$ cat src/rtl/dring_pkg.sv
package dring_pkg;

    localparam int IDX_W    = 16;
    localparam int CNT_W    = 16;
    localparam int RING_W   = 5;
    localparam int REGION_W = 3;
    localparam int ADDR_W   = REGION_W + RING_W;
    localparam int WDATA_W  = CNT_W + IDX_W;
    localparam int RDATA_W  = 1 + CNT_W + IDX_W;

    localparam logic [REGION_W-1:0] POST_REGION = 3'd5;

    typedef struct packed {
        logic [REGION_W-1:0] region;
        logic [RING_W-1:0]   ring;
    } ring_addr_t;

    typedef struct packed {
        logic [CNT_W-1:0] cnt;
        logic [IDX_W-1:0] idx;
    } post_word_t;

    typedef struct packed {
        logic             gen;
        logic [CNT_W-1:0] done;
        logic [IDX_W-1:0] head;
    } status_word_t;

    typedef enum logic [1:0] {
        OP_NONE = 2'd0,
        OP_POST = 2'd1,
        OP_READ = 2'd2
    } ring_op_e;

    typedef struct packed {
        ring_op_e          op;
        logic [RING_W-1:0] ring;
        post_word_t        word;
    } ring_req_t;

    function automatic logic ring_in_range(logic [RING_W-1:0] ring, int unsigned n);
        return 32'(ring) < n;
    endfunction

    function automatic logic idx_in_range(logic [IDX_W-1:0] idx, int unsigned ptr_w);
        return (idx >> ptr_w) == '0;
    endfunction

endpackage

$ cat src/rtl/dring_decode.sv
module dring_decode
    import dring_pkg::*;
#(
    parameter int NUM_RINGS = 4,
    parameter int PTR_W     = 4
) (
    input  logic               wr_en,
    input  logic               rd_en,
    input  logic [ADDR_W-1:0]  addr,
    input  logic [WDATA_W-1:0] wdata,
    output ring_req_t          req
);

    ring_addr_t a;
    post_word_t w;
    logic       hit;

    always_comb begin
        a        = addr;
        w        = wdata;
        hit      = (a.region == POST_REGION) && ring_in_range(a.ring, NUM_RINGS);
        req.op   = OP_NONE;
        req.ring = a.ring;
        req.word = w;
        if (hit && wr_en) begin
            if (idx_in_range(w.idx, PTR_W)) begin
                req.op = OP_POST;
            end
        end else if (hit && rd_en) begin
            req.op = OP_READ;
        end
    end

endmodule

$ cat src/rtl/dring_slot.sv
module dring_slot
    import dring_pkg::*;
#(
    parameter  int DEPTH = 16,
    localparam int PTR_W = $clog2(DEPTH)
) (
    input  logic             clk,
    input  logic             rst,
    input  logic             post_en,
    input  logic [PTR_W-1:0] post_idx,
    input  logic [CNT_W-1:0] post_cnt,
    input  logic             fetch_en,
    input  logic             complete_en,
    input  logic             flush_wr,
    input  logic             flush_val,
    output logic [PTR_W-1:0] head,
    output logic             gen,
    output logic [CNT_W-1:0] done,
    output logic             pending
);

    localparam logic [PTR_W:0]   FULL = (PTR_W+1)'(DEPTH);
    localparam logic [PTR_W-1:0] LAST = PTR_W'(DEPTH - 1);

    logic [PTR_W-1:0] head_q, tail_q, head_nxt, sum_tail, gap;
    logic [PTR_W:0]   avail_q;
    logic             wake_q, gen_q, flush_q;
    logic [CNT_W-1:0] done_q;
    logic             wake_post, work_post;

    assign wake_post = post_en && (post_cnt == '0);
    assign work_post = post_en && (post_cnt != '0);
    assign head_nxt  = fetch_en ? PTR_W'(head_q + 1'b1) : head_q;
    assign sum_tail  = PTR_W'(post_idx + post_cnt[PTR_W-1:0]);
    assign gap       = PTR_W'(sum_tail - head_nxt);

    assign pending = (avail_q != '0) || wake_q;
    assign head    = head_q;
    assign gen     = gen_q;
    assign done    = done_q;

    always_ff @(posedge clk) begin
        if (rst) begin
            head_q  <= '0;
            tail_q  <= '0;
            avail_q <= '0;
            wake_q  <= 1'b0;
            gen_q   <= 1'b0;
            flush_q <= 1'b0;
            done_q  <= '0;
        end else begin
            if (fetch_en) begin
                head_q <= head_nxt;
                if (head_q == LAST) begin
                    gen_q <= ~gen_q;
                end
            end

            if (work_post) begin
                tail_q  <= sum_tail;
                avail_q <= (gap == '0) ? FULL : {1'b0, gap};
            end else if (fetch_en) begin
                if (avail_q != '0) begin
                    avail_q <= avail_q - 1'b1;
                end else begin
                    tail_q <= head_nxt;
                end
            end

            if (wake_post) begin
                wake_q <= 1'b1;
            end else if (fetch_en) begin
                wake_q <= 1'b0;
            end

            if (flush_wr) begin
                flush_q <= flush_val;
            end

            if (flush_wr && flush_q && !flush_val) begin
                done_q <= '0;
            end else if (complete_en) begin
                done_q <= done_q + 1'b1;
            end
        end
    end

    // stored tail and outstanding amount stay consistent with the head
    p_tail_gap_r3: assert property (@(posedge clk) disable iff (rst)
        avail_q[PTR_W-1:0] == PTR_W'(tail_q - head_q));

    p_avail_cap_r3: assert property (@(posedge clk) disable iff (rst)
        avail_q <= FULL);

    // a zero-count post always leaves the ring pending
    p_wake_r4: assert property (@(posedge clk) disable iff (rst)
        wake_post |=> pending);

    // the head only ever moves forward by one entry
    p_head_step_r5: assert property (@(posedge clk) disable iff (rst)
        (head_q != $past(head_q)) |-> (head_q == PTR_W'($past(head_q) + 1'b1)));

    // generation flips only on the wrap from the last entry to entry 0
    p_gen_wrap_r6: assert property (@(posedge clk) disable iff (rst)
        (gen_q != $past(gen_q)) |-> ($past(head_q) == LAST && head_q == '0));

    // a falling flush bit leaves a cleared completion count
    p_flush_clear_r9: assert property (@(posedge clk) disable iff (rst)
        $fell(flush_q) |-> (done_q == '0));

endmodule

$ cat src/rtl/dring_tracker.sv
module dring_tracker
    import dring_pkg::*;
#(
    parameter  int NUM_RINGS = 4,
    parameter  int DEPTH     = 16,
    localparam int PTR_W     = $clog2(DEPTH)
) (
    input  logic                 clk,
    input  logic                 rst,
    input  logic                 mmio_wr,
    input  logic                 mmio_rd,
    input  logic [ADDR_W-1:0]    mmio_addr,
    input  logic [WDATA_W-1:0]   mmio_wdata,
    output logic                 mmio_rvalid,
    output logic [RDATA_W-1:0]   mmio_rdata,
    input  logic                 fetch_valid,
    input  logic [RING_W-1:0]    fetch_ring,
    input  logic                 complete_valid,
    input  logic [RING_W-1:0]    complete_ring,
    input  logic                 flush_wr,
    input  logic [RING_W-1:0]    flush_ring,
    input  logic                 flush_val,
    output logic [NUM_RINGS-1:0] ring_pending
);

    ring_req_t        req;
    logic [PTR_W-1:0] head_a [NUM_RINGS];
    logic             gen_a  [NUM_RINGS];
    logic [CNT_W-1:0] done_a [NUM_RINGS];
    status_word_t     rd_sel;

    dring_decode #(
        .NUM_RINGS (NUM_RINGS),
        .PTR_W     (PTR_W)
    ) u_decode (
        .wr_en (mmio_wr),
        .rd_en (mmio_rd),
        .addr  (mmio_addr),
        .wdata (mmio_wdata),
        .req   (req)
    );

    for (genvar i = 0; i < NUM_RINGS; i++) begin : g_ring
        logic sel_post, sel_fetch, sel_done, sel_flush;

        assign sel_post  = (req.op == OP_POST) && (req.ring == RING_W'(i));
        assign sel_fetch = fetch_valid && (fetch_ring == RING_W'(i)) && ring_pending[i];
        assign sel_done  = complete_valid && (complete_ring == RING_W'(i));
        assign sel_flush = flush_wr && (flush_ring == RING_W'(i));

        dring_slot #(
            .DEPTH (DEPTH)
        ) u_slot (
            .clk         (clk),
            .rst         (rst),
            .post_en     (sel_post),
            .post_idx    (req.word.idx[PTR_W-1:0]),
            .post_cnt    (req.word.cnt),
            .fetch_en    (sel_fetch),
            .complete_en (sel_done),
            .flush_wr    (sel_flush),
            .flush_val   (flush_val),
            .head        (head_a[i]),
            .gen         (gen_a[i]),
            .done        (done_a[i]),
            .pending     (ring_pending[i])
        );

        // a fetch aimed at an idle ring leaves its head alone
        p_idle_fetch_r5: assert property (@(posedge clk) disable iff (rst)
            (fetch_valid && fetch_ring == RING_W'(i) && !ring_pending[i]) |=> $stable(head_a[i]));
    end

    always_comb begin
        rd_sel = '0;
        for (int r = 0; r < NUM_RINGS; r++) begin
            if (req.ring == RING_W'(r)) begin
                rd_sel.gen  = gen_a[r];
                rd_sel.done = done_a[r];
                rd_sel.head = IDX_W'(head_a[r]);
            end
        end
    end

    always_ff @(posedge clk) begin
        if (rst) begin
            mmio_rvalid <= 1'b0;
            mmio_rdata  <= '0;
        end else begin
            mmio_rvalid <= (req.op == OP_READ);
            if (req.op == OP_READ) begin
                mmio_rdata <= rd_sel;
            end
        end
    end

    // a response only follows a load strobe of the previous cycle
    p_rvalid_src_r7: assert property (@(posedge clk) disable iff (rst)
        mmio_rvalid |-> $past(mmio_rd && !mmio_wr));

    // a load to a foreign region never produces a response
    p_region_r2: assert property (@(posedge clk) disable iff (rst)
        (mmio_rd && mmio_addr[7:5] != POST_REGION) |=> !mmio_rvalid);

endmodule

$ cat config.mk
export PLATFORM = sky130hd
export DESIGN_NAME = dring_tracker
export DESIGN_NICKNAME = d
export VERILOG_FILES = /design/src/rtl/dring_pkg.sv /design/src/rtl/dring_decode.sv /design/src/rtl/dring_slot.sv /design/src/rtl/dring_tracker.sv
export SDC_FILE = /design/constraint.sdc
export NUM_CORES = 1
export LEC_CHECK = 0
export CORE_ASPECT_RATIO = 1.1
export CORE_MARGIN = 4
export CORE_UTILIZATION = 55
export DETAILED_ROUTE_END_ITERATION = 10
export PLACE_DENSITY = 0.79
export SLEW_MARGIN = 25
export SYNTH_ARGS = -nofsm -noshare
export SYNTH_HDL_FRONTEND = slang
export SYNTH_HIERARCHICAL = 1
export SYNTH_SLANG_ARGS = --single-unit
export TNS_END_PERCENT = 5
$ cat constraint.sdc
create_clock -name clk -period 6.7 [get_ports clk]
set_input_delay 1.34 -clock clk [delete_from_list [all_inputs] [get_ports clk]]
set_output_delay 1.34 -clock clk [all_outputs]
set_load 0.02 [all_outputs]
Word level (Yosys, flattened, before mapping)
Index checks and enable logic that the tools add are counted.
{"block": "classes", "n_addsub": 17, "multipliers": 0, "div": 0, "order_cmp": 1, "eq_ne": 19, "n_shift": 0, "mux": 35, "bitwise_logic": 4, "reduce_logical": 83}
{"op": "$mux W33", "n": 4}
{"op": "$mux W5", "n": 16}
{"op": "$add A16 B1 Y16 const B", "n": 4}
{"op": "$eq A5 B2 Y1 const B", "n": 8}
{"op": "$logic_and A1 B1 Y1", "n": 39}
{"op": "$logic_not A16 Y1", "n": 2}
{"op": "$reduce_bool A2 Y1", "n": 12}
{"op": "$eq A5 B1 Y1 const B", "n": 4}
{"op": "$logic_not A5 Y1", "n": 4}
{"op": "$reduce_bool A5 Y1", "n": 4}
{"op": "$sub A5 B1 Y5 const B", "n": 4}
{"op": "$add A4 B1 Y4 const B", "n": 4}
{"op": "$eq A4 B4 Y1 const B", "n": 4}
{"op": "$logic_not A4 Y1", "n": 4}
{"op": "$mux W4", "n": 4}
{"op": "$reduce_and A2 Y1", "n": 8}
{"op": "$reduce_bool A16 Y1", "n": 1}
{"op": "$sub A4 B4 Y4", "n": 4}
{"op": "$mux W1", "n": 9}
{"op": "$reduce_or A2 Y1", "n": 4}
{"op": "$lt A5 B3 Y1 const B", "n": 1}
{"op": "$add A4 B4 Y4", "n": 1}
{"op": "$logic_or A1 B1 Y1", "n": 4}
{"op": "$mux W2", "n": 2}
{"op": "other kinds (5)", "n": 8}
{"block": "word_totals", "ff_bits": 146, "latch_bits": 0, "ram_bits": 0, "romBits": 0, "input_bits": 63, "output_inout_bits": 38, "word_cells": 185, "memories": 0}

Longest topological paths before layout
Gate-level depths: netlist of the first run.
{"block": "depth", "ltp_word": 10, "ltp_mapped": 16, "ltp_nobuf": 15}

By module
Netlist of the first run, hierarchy kept.
{"module": "dring_slot (g_ring[0].u_slot ...)", "n_inst": 3, "cells_per_inst": 178, "area_per_inst_um2": 1617.8, "seq_area_each_um2": 560.5}
{"module": "dring_tracker", "n_inst": 1, "cells_per_inst": 190, "area_per_inst_um2": 1599.0, "seq_area_each_um2": 440.4}
{"module": "dring_slot (g_ring[3].u_slot)", "n_inst": 1, "cells_per_inst": 171, "area_per_inst_um2": 1522.7, "seq_area_each_um2": 560.5}
{"module": "dring_decode", "n_inst": 1, "cells_per_inst": 47, "area_per_inst_um2": 351.6, "seq_area_each_um2": 0.0}

Least setup slack after synthesis of the first run
OpenSTA, ideal clock, no wires.
{"block": "synth_timing", "kind": "in2reg", "from": "input port fetch_ring[3]", "to": "register g_ring[3].u_slot.avail_q[4]", "setup_time_ns": 0.071, "t_arrival_ns": 4.230, "t_required_ns": 6.629, "path_slack_ns": 2.399, "cell_stages": 13, "path_buffers": 1, "path_cell_list": "nor3_1 -> nand3_1 -> nor2_1 -> buf_2 -> mux2_1 -> fa_1 -> inv_1 -> ha_1 -> a21o_1 -> a21oi_2 -> xnor3_1 -> or3_1 -> a21oi_1"}
{"block": "synth_between", "elab_chain_len": 8, "word_cells_on_any_way": 10, "classes_between": "add/sub (1); eq/ne (1); mux (3); reduce/logical (5)"}
{"element": "start: declaration", "line_no": "dring_tracker.sv:17", "text": "input logic [RING_W-1:0] fetch_ring,"}
{"element": "$eq A5 B2 Y1", "line_no": "dring_tracker.sv:47", "text": "assign sel_fetch = fetch_valid && (fetch_ring == RING_W'(i)) && ring_pending[i];"}
{"element": "$logic_and A1 B1 Y1 (2 in series)", "line_no": "dring_tracker.sv:47"}
{"element": "via g_ring[3].sel_fetch", "line_no": "dring_tracker.sv:44", "text": "logic sel_post, sel_fetch, sel_done, sel_flush;"}
{"element": "$mux W4", "line_no": "dring_slot.sv:33", "text": "assign head_nxt = fetch_en ? PTR_W'(head_q + 1'b1) : head_q;"}
{"element": "via g_ring[3].u_slot.head_nxt[1]", "line_no": "dring_slot.sv:25", "text": "logic [PTR_W-1:0] head_q, tail_q, head_nxt, sum_tail, gap;"}
{"element": "$sub A4 B4 Y4", "line_no": "dring_slot.sv:35", "text": "assign gap = PTR_W'(sum_tail - head_nxt);"}
{"element": "$logic_not A4 Y1", "line_no": "dring_slot.sv:61", "text": "avail_q <= (gap == '0) ? FULL : {1'b0, gap};"}
{"element": "$mux W5", "line_no": "dring_slot.sv:61"}
{"element": "$mux W5", "line_no": "dring_slot.sv:59", "text": "if (work_post) begin"}
{"element": "end signal: assignment", "line_no": "dring_slot.sv:61"}
{"element": "end signal: assignment", "line_no": "dring_slot.sv:64", "text": "avail_q <= avail_q - 1'b1;"}
{"element": "end: declaration", "line_no": "dring_slot.sv:26", "text": "logic [PTR_W:0] avail_q;"}
The timed path passes the listed nets, and every way through them passes these cells.
A chain may end at the register's enable or synchronous reset.

Final worst setup path of the first run
Ends and elaborated chain as after synthesis.

==> results.yml, run 1 <==
timing:
  setup_viol: 0
  fin_crit_sh_pct: 71.9
  finalHoldViolations: 0
  fin_skew_ns: 0.00623
  fin_crit_ns: 4.82
  maxSlewViolCount: 0
  rsz0062_at_grt: "no"
  fmax_mhz: 208
  maxSlewHeadroom_pct: 48.8
  worstMarginPinSlew_ns: 0.757
  final.setup.tns_ns: 0
worst_setup_path:
  required_ns: 7.04
  path_class: "primary input to register"
  rr_worst_depth: 15
  path_max_fanout: 9
  r2r_start: "g_ring[3].u_slot/avail_q[0]"
  cp-end-kind: "register"
  r2r_slack_ns: 2.58
  critPathArrivalTime_ns: 5.16
  startpoint_type: "primary input"
  rr_endpoint: "g_ring[3].u_slot/avail_q[4]"
power:
  max-vdd-ir-drop_mv: 0.158
  leakage_uw: 0.00358
  p_per_area_nw_per_um2: 193
route:
  first_pass_iters: 5
  ant_nets: 0
  viasPerCell: 5.66
  vias: 6707
  drt_wl_total_um: 18700
  drtIter0Drc: 386
  wl_per_cell_um: 15.8
  route.detailed.drc: 0
synth:
  syn_inst: 930
  yosys_warnings: 6
  syn_avg_cell_area_sq_um: 8.86
  syn_area_sq_um: 8240
layout:
  fin_area_sq_um: 9540
  finalCoreUtilization_pct: 65.5
  areaGrowthSynthToFinish_pct: 15.9
  drive_gt1_share_pct: 7.35
  antennaDiodeCount: 0
  nNetsFinal: 1087
global_routing:
  grt.busiest_layer: "met2"
  grt_usage_pct: 22.2
  met2_usage_pct: 40.2
  grt_max_degree: 47
  grt_pass1_vias: 6659
  grt_overflow_total: 0
  grt_util_met1_pct: 25.5
  grt_pass1_wl_um: 30800
  grt_util_met3_pct: 4.60
  antenna_found_initial: 0
floorplan:
  num_rows: 46
  initial_utilization_pct: 56.6
  num_io_pins: 101
  fp.dieW_um: 125
  fp.coreArea_sq_um: 14600
  die_area_sq_um: 17000
  die_y_um: 136
cts:
  cts_tree: "built"
  cts.sinks: 134
  postCtsSetupBuffers: 0
  root_buffer: "clkbuf_16"
  clk_latency_ns: 0.41
  ctsHoldBuffers: 0
  cts_resized: 0
  h-tree-depth: 4
  cts_buffer_depth: 2
  clkTransAtPathRegs_ns: 0.06
  cts_made_buffers: 17
hold_path:
  hold_path.class: "register to register"
  min_to: "mmio_rdata[23]"
  hold_depth: 1
  hold_start: "mmio_rdata[23]"
place:
  dp_hpwl_um: 13500
  port-buffer-count: 88
  gp_congestion: 0.814
  placedInstanceArea_sq_um: 8990
job:
  maxCapViolCount: 0
status:
  status: "finished clean"
## area by class of cell
type                       instances  area (sq um)
sequential                       134          2680
inverter                          63           236
clock inverter                     9          67.6
multi-input combinational        670          4910
clock buffer                      23           488
timing repair buffer              94           916
fill                            1244          5020
tap                              192           240
## critical path, cell delays in order
cell and delay, ns:
clkdlybuf4s50_1 0.40, nor3_1 0.23, nand3_1 0.13, nor2_1 0.57
mux2_1 0.41, fa_1 0.49, inv_1 0.07, ha_1 0.30
a21o_1 0.19, a21oi_2 0.13, xnor3_1 0.40, or3_1 0.35
a21oi_1 0.13
## state kept, by name, summed over array words and instances, names as in the netlist
name / count
g_ring.u_slot/done: 64
mmio_rdata: 21
g_ring.u_slot/avail_q: 20
g_ring.u_slot/head: 16
g_ring.u_slot/flush_q: 4
g_ring.u_slot/gen: 4
g_ring.u_slot/wake_q: 4
mmio_rvalid: 1
## layout by cell type (no fill, tap or decap), types with 19 or more instances in the layout
master and count:
xnor2_1 36, nor3_1 23, mux2i_1 35, nand2_1 40, nand3_1 20, nor4_1 19
inv_1 63, nor2b_1 20, a21oi_1 23, dfxtp_1 134, clkdlybuf4s50_1 86, o21ai_0 56
xor2_1 44, nor2_1 90, or3_1 40, nand4_1 26, a32o_1 21, ha_1 32
## per-layer routing
layer,up-vias,share of wire [%]
li1,3353,-
met1,3182,42
met2,141,51
met3,31,4.4
met4,0,2.3
met5,-,0
## worst max path at each step
stage	end	cells after the start	slack, ns	from
floorplan	g_ring[3].u_slot/avail_q[4]	13	2.40	fetch_ring[3]
global placement	g_ring[3].u_slot/avail_q[4]	13	1.58	fetch_ring[3]
detailed placement	g_ring[3].u_slot/avail_q[4]	13	1.45	fetch_ring[3]
CTS	g_ring[3].u_slot/avail_q[4]	13	1.88	fetch_ring[3]
global route	g_ring[3].u_slot/avail_q[4]	13	1.74	fetch_ring[3]
finish	g_ring[3].u_slot/avail_q[4]	13	1.88	fetch_ring[3]
## power by group
part / leakage, uW / internal [uW] / total (uW) / switching (uW)
sequential: 0.00108 / 797 / 798 / 0.614
clock: 0.000266 / 515 / 868 / 353
combinational: 0.00224 / 82.5 / 175 / 92.9
total: 0.00358 / 1390 / 1840 / 447
## metrics by stage
stage                     cells  setup slack (ns)  hold WS (ns)  total power [uW]
final                      1185              1.88         0.468              1840
after global routing       1185              1.74         0.490              1910
after CTS                  1185              1.88         0.469              1860
after detailed placement   1153              1.45         0.455               989
after global placement     1153              1.58         0.446               986
after floorplan             941              2.40         0.453               942
Note: power is estimated with default switching activity, not from simulation.
==> run 2, diff against run 1 <==
--- a/config.mk
+++ b/config.mk
@@ -7,9 +7,9 @@
 export LEC_CHECK = 0
 export CORE_ASPECT_RATIO = 1.1
 export CORE_MARGIN = 4
-export CORE_UTILIZATION = 55
+export CORE_UTILIZATION = 51
 export DETAILED_ROUTE_END_ITERATION = 10
-export PLACE_DENSITY = 0.79
+export PLACE_DENSITY = 0.77
 export SLEW_MARGIN = 25
 export SYNTH_ARGS = -nofsm -noshare
 export SYNTH_HDL_FRONTEND = slang
==> constraint.sdc (replaced) <==
create_clock -name clk -period 4.1 [get_ports clk]
set_input_delay 0.82 -clock clk [delete_from_list [all_inputs] [get_ports clk]]
set_output_delay 0.82 -clock clk [all_outputs]
set_load 0.02 [all_outputs]
==> run 2 against run 1 <==
  * Register-to-register slack got worse by 2.3 ns
  * Non-clock buffer count rose by 12
  * Die area rose by 7.4%
  * Critical path depth did not move
  * Critical path type unchanged
==> results.yml, run 2 (synthesized netlist as in run 1, its figures left out) <==
place:
  gp_congestion: 0.821
  dp_cells: 1173
  dp_hpwl_um: 13700
  placedInstanceArea_sq_um: 9090
  port-buffer-count: 88
route:
  vias: 6753
  route.detailed.drc: 0
  drt_wl_total_um: 18400
  drtIter0Drc: 351
  wl_per_cell_um: 15.2
  viasPerCell: 5.60
  ant_nets: 0
  first_pass_iters: 5
timing:
  fin_skew_ns: 0.00674
  rsz0062_at_grt: "no"
  hold_slack_ns: 0.463
  maxSlewHeadroom_pct: 49.5
  setup_viol: 0
  fmax_mhz: 255
  fin_crit_ns: 3.93
  finalHoldViolations: 0
  worstMarginPinSlew_ns: 0.747
  fin_crit_sh_pct: 95.8
  maxSlewViolCount: 0
floorplan:
  fp.coreArea_sq_um: 15800
  die_y_um: 141
  die_area_sq_um: 18200
  fp.dieW_um: 129
  initial_utilization_pct: 52.1
  num_io_pins: 101
  num_rows: 48
global_routing:
  grt_pass1_vias: 6442
  grt_overflow_total: 0
  antenna_found_initial: 0
  grt_usage_pct: 20.1
  grt_max_degree: 46
  grt_pass1_wl_um: 29700
power:
  leakage_uw: 0.00365
  p_per_area_nw_per_um2: 317
  power_uw: 3060
  max-vdd-ir-drop_mv: 0.291
worst_setup_path:
  path_max_fanout: 2
  cp-end-kind: "register"
  required_ns: 4.45
  r2r_slack_ns: 0.32
  critPathArrivalTime_ns: 4.27
  path_class: "primary input to register"
  startpoint_type: "primary input"
layout:
  finalNonFillerCells: 1205
  largest_reg_flops: 64
  fin_area_sq_um: 9670
  final_cell_mix: "134 x dfxtp_1, 89 x nor2_1, 86 x clkdlybuf4s50_1, 63 x inv_1, 56 x o21ai_0"
  drive_gt1_share_pct: 8.36
  antennaDiodeCount: 0
  nNetsFinal: 1099
  final_common_cell: "dfxtp_1"
  areaGrowthSynthToFinish_pct: 17.4
cts:
  clkTransAtPathRegs_ns: 0.05
  h-tree-depth: 4
  cts_tree: "built"
  cts_made_buffers: 17
  cts.sinks: 134
  cts_buffer_depth: 2
  clk_latency_ns: 0.42
  root_buffer: "clkbuf_16"
  ctsHoldBuffers: 0
hold_path:
  hold_path.class: "register to register"
job:
  maxCapViolCount: 0
status:
  status: "finished clean"
[run 2: changes by cell type in the layout (fill, tap and decap cells not counted), sizes merged]
cell	change
bufinv	+2
buf	+12
clkinvlp	-1
inv	-2
clkbuf	+1
[run 2: critical path, cell delays in order]
cell             delay (ns)
clkdlybuf4s50_1        0.40
nor3_1                 0.25
nand3_1                0.15
nor2_2                 0.19
mux2_1                 0.38
fa_1                   0.50
inv_1                  0.06
ha_1                   0.28
a21o_1                 0.19
a21oi_2                0.15
xnor3_1                0.41
or3_1                  0.36
a21oi_1                0.15
[run 2: power breakdown]
part | switching [uW] | internal (uW)
combinational | 153 | 137
sequential | 0.961 | 1300
clock | 544 | 924
[run 2: path summary, 6_finish.rpt]
| path | startpoint | end | depth (start not counted) |
|---|---|---|---|
| setup / recovery | fetch_ring[3] | g_ring[3].u_slot/avail_q[4] | 13 |
| hold / removal | mmio_rdata[16] | mmio_rdata[16] | 1 |
| setup reg to reg | g_ring[3].u_slot/avail_q[0] | g_ring[3].u_slot/avail_q[4] | 15 |
| hold reg to reg | mmio_rdata[16] | mmio_rdata[16] | 1 |
[run 2: cell type report]
type                    count  area, sq um
well taps                 200          250
clock buffers              24          472
clock inverters             8         98.8
repair buffers            106         1010
flip-flops and latches    134         2680
multi-input cells         670         4920
fillers                  1355         6130
inverters                  63          236
[run 2: timing repair]
action                     in CTS  in global routing
buffers inserted                0                  0
setup endpoints to repair       0                  1
gates resized for setup         0                  2
[run 2: layer usage]
layer / vias to the layer above / track usage, % / share of wire, %
li1: 3357 / - / -
met4: 0 / 8.07 / 2.5
met5: - / 0 / 0
met1: 3209 / 24.2 / 44
met3: 35 / 4.18 / 3.7
met2: 152 / 34.9 / 50
[run 2: through the flow]
step	TNS, ns	worst slack (ns)	utilization [%]
after floorplan	0	0.319	-
after global placement	-0.138	-0.138	57.5
after detailed placement	-0.388	-0.299	57.5
after CTS	0	0.0817	61.2
after global routing	0	0.0204	61.2
final	0	0.172	61.2
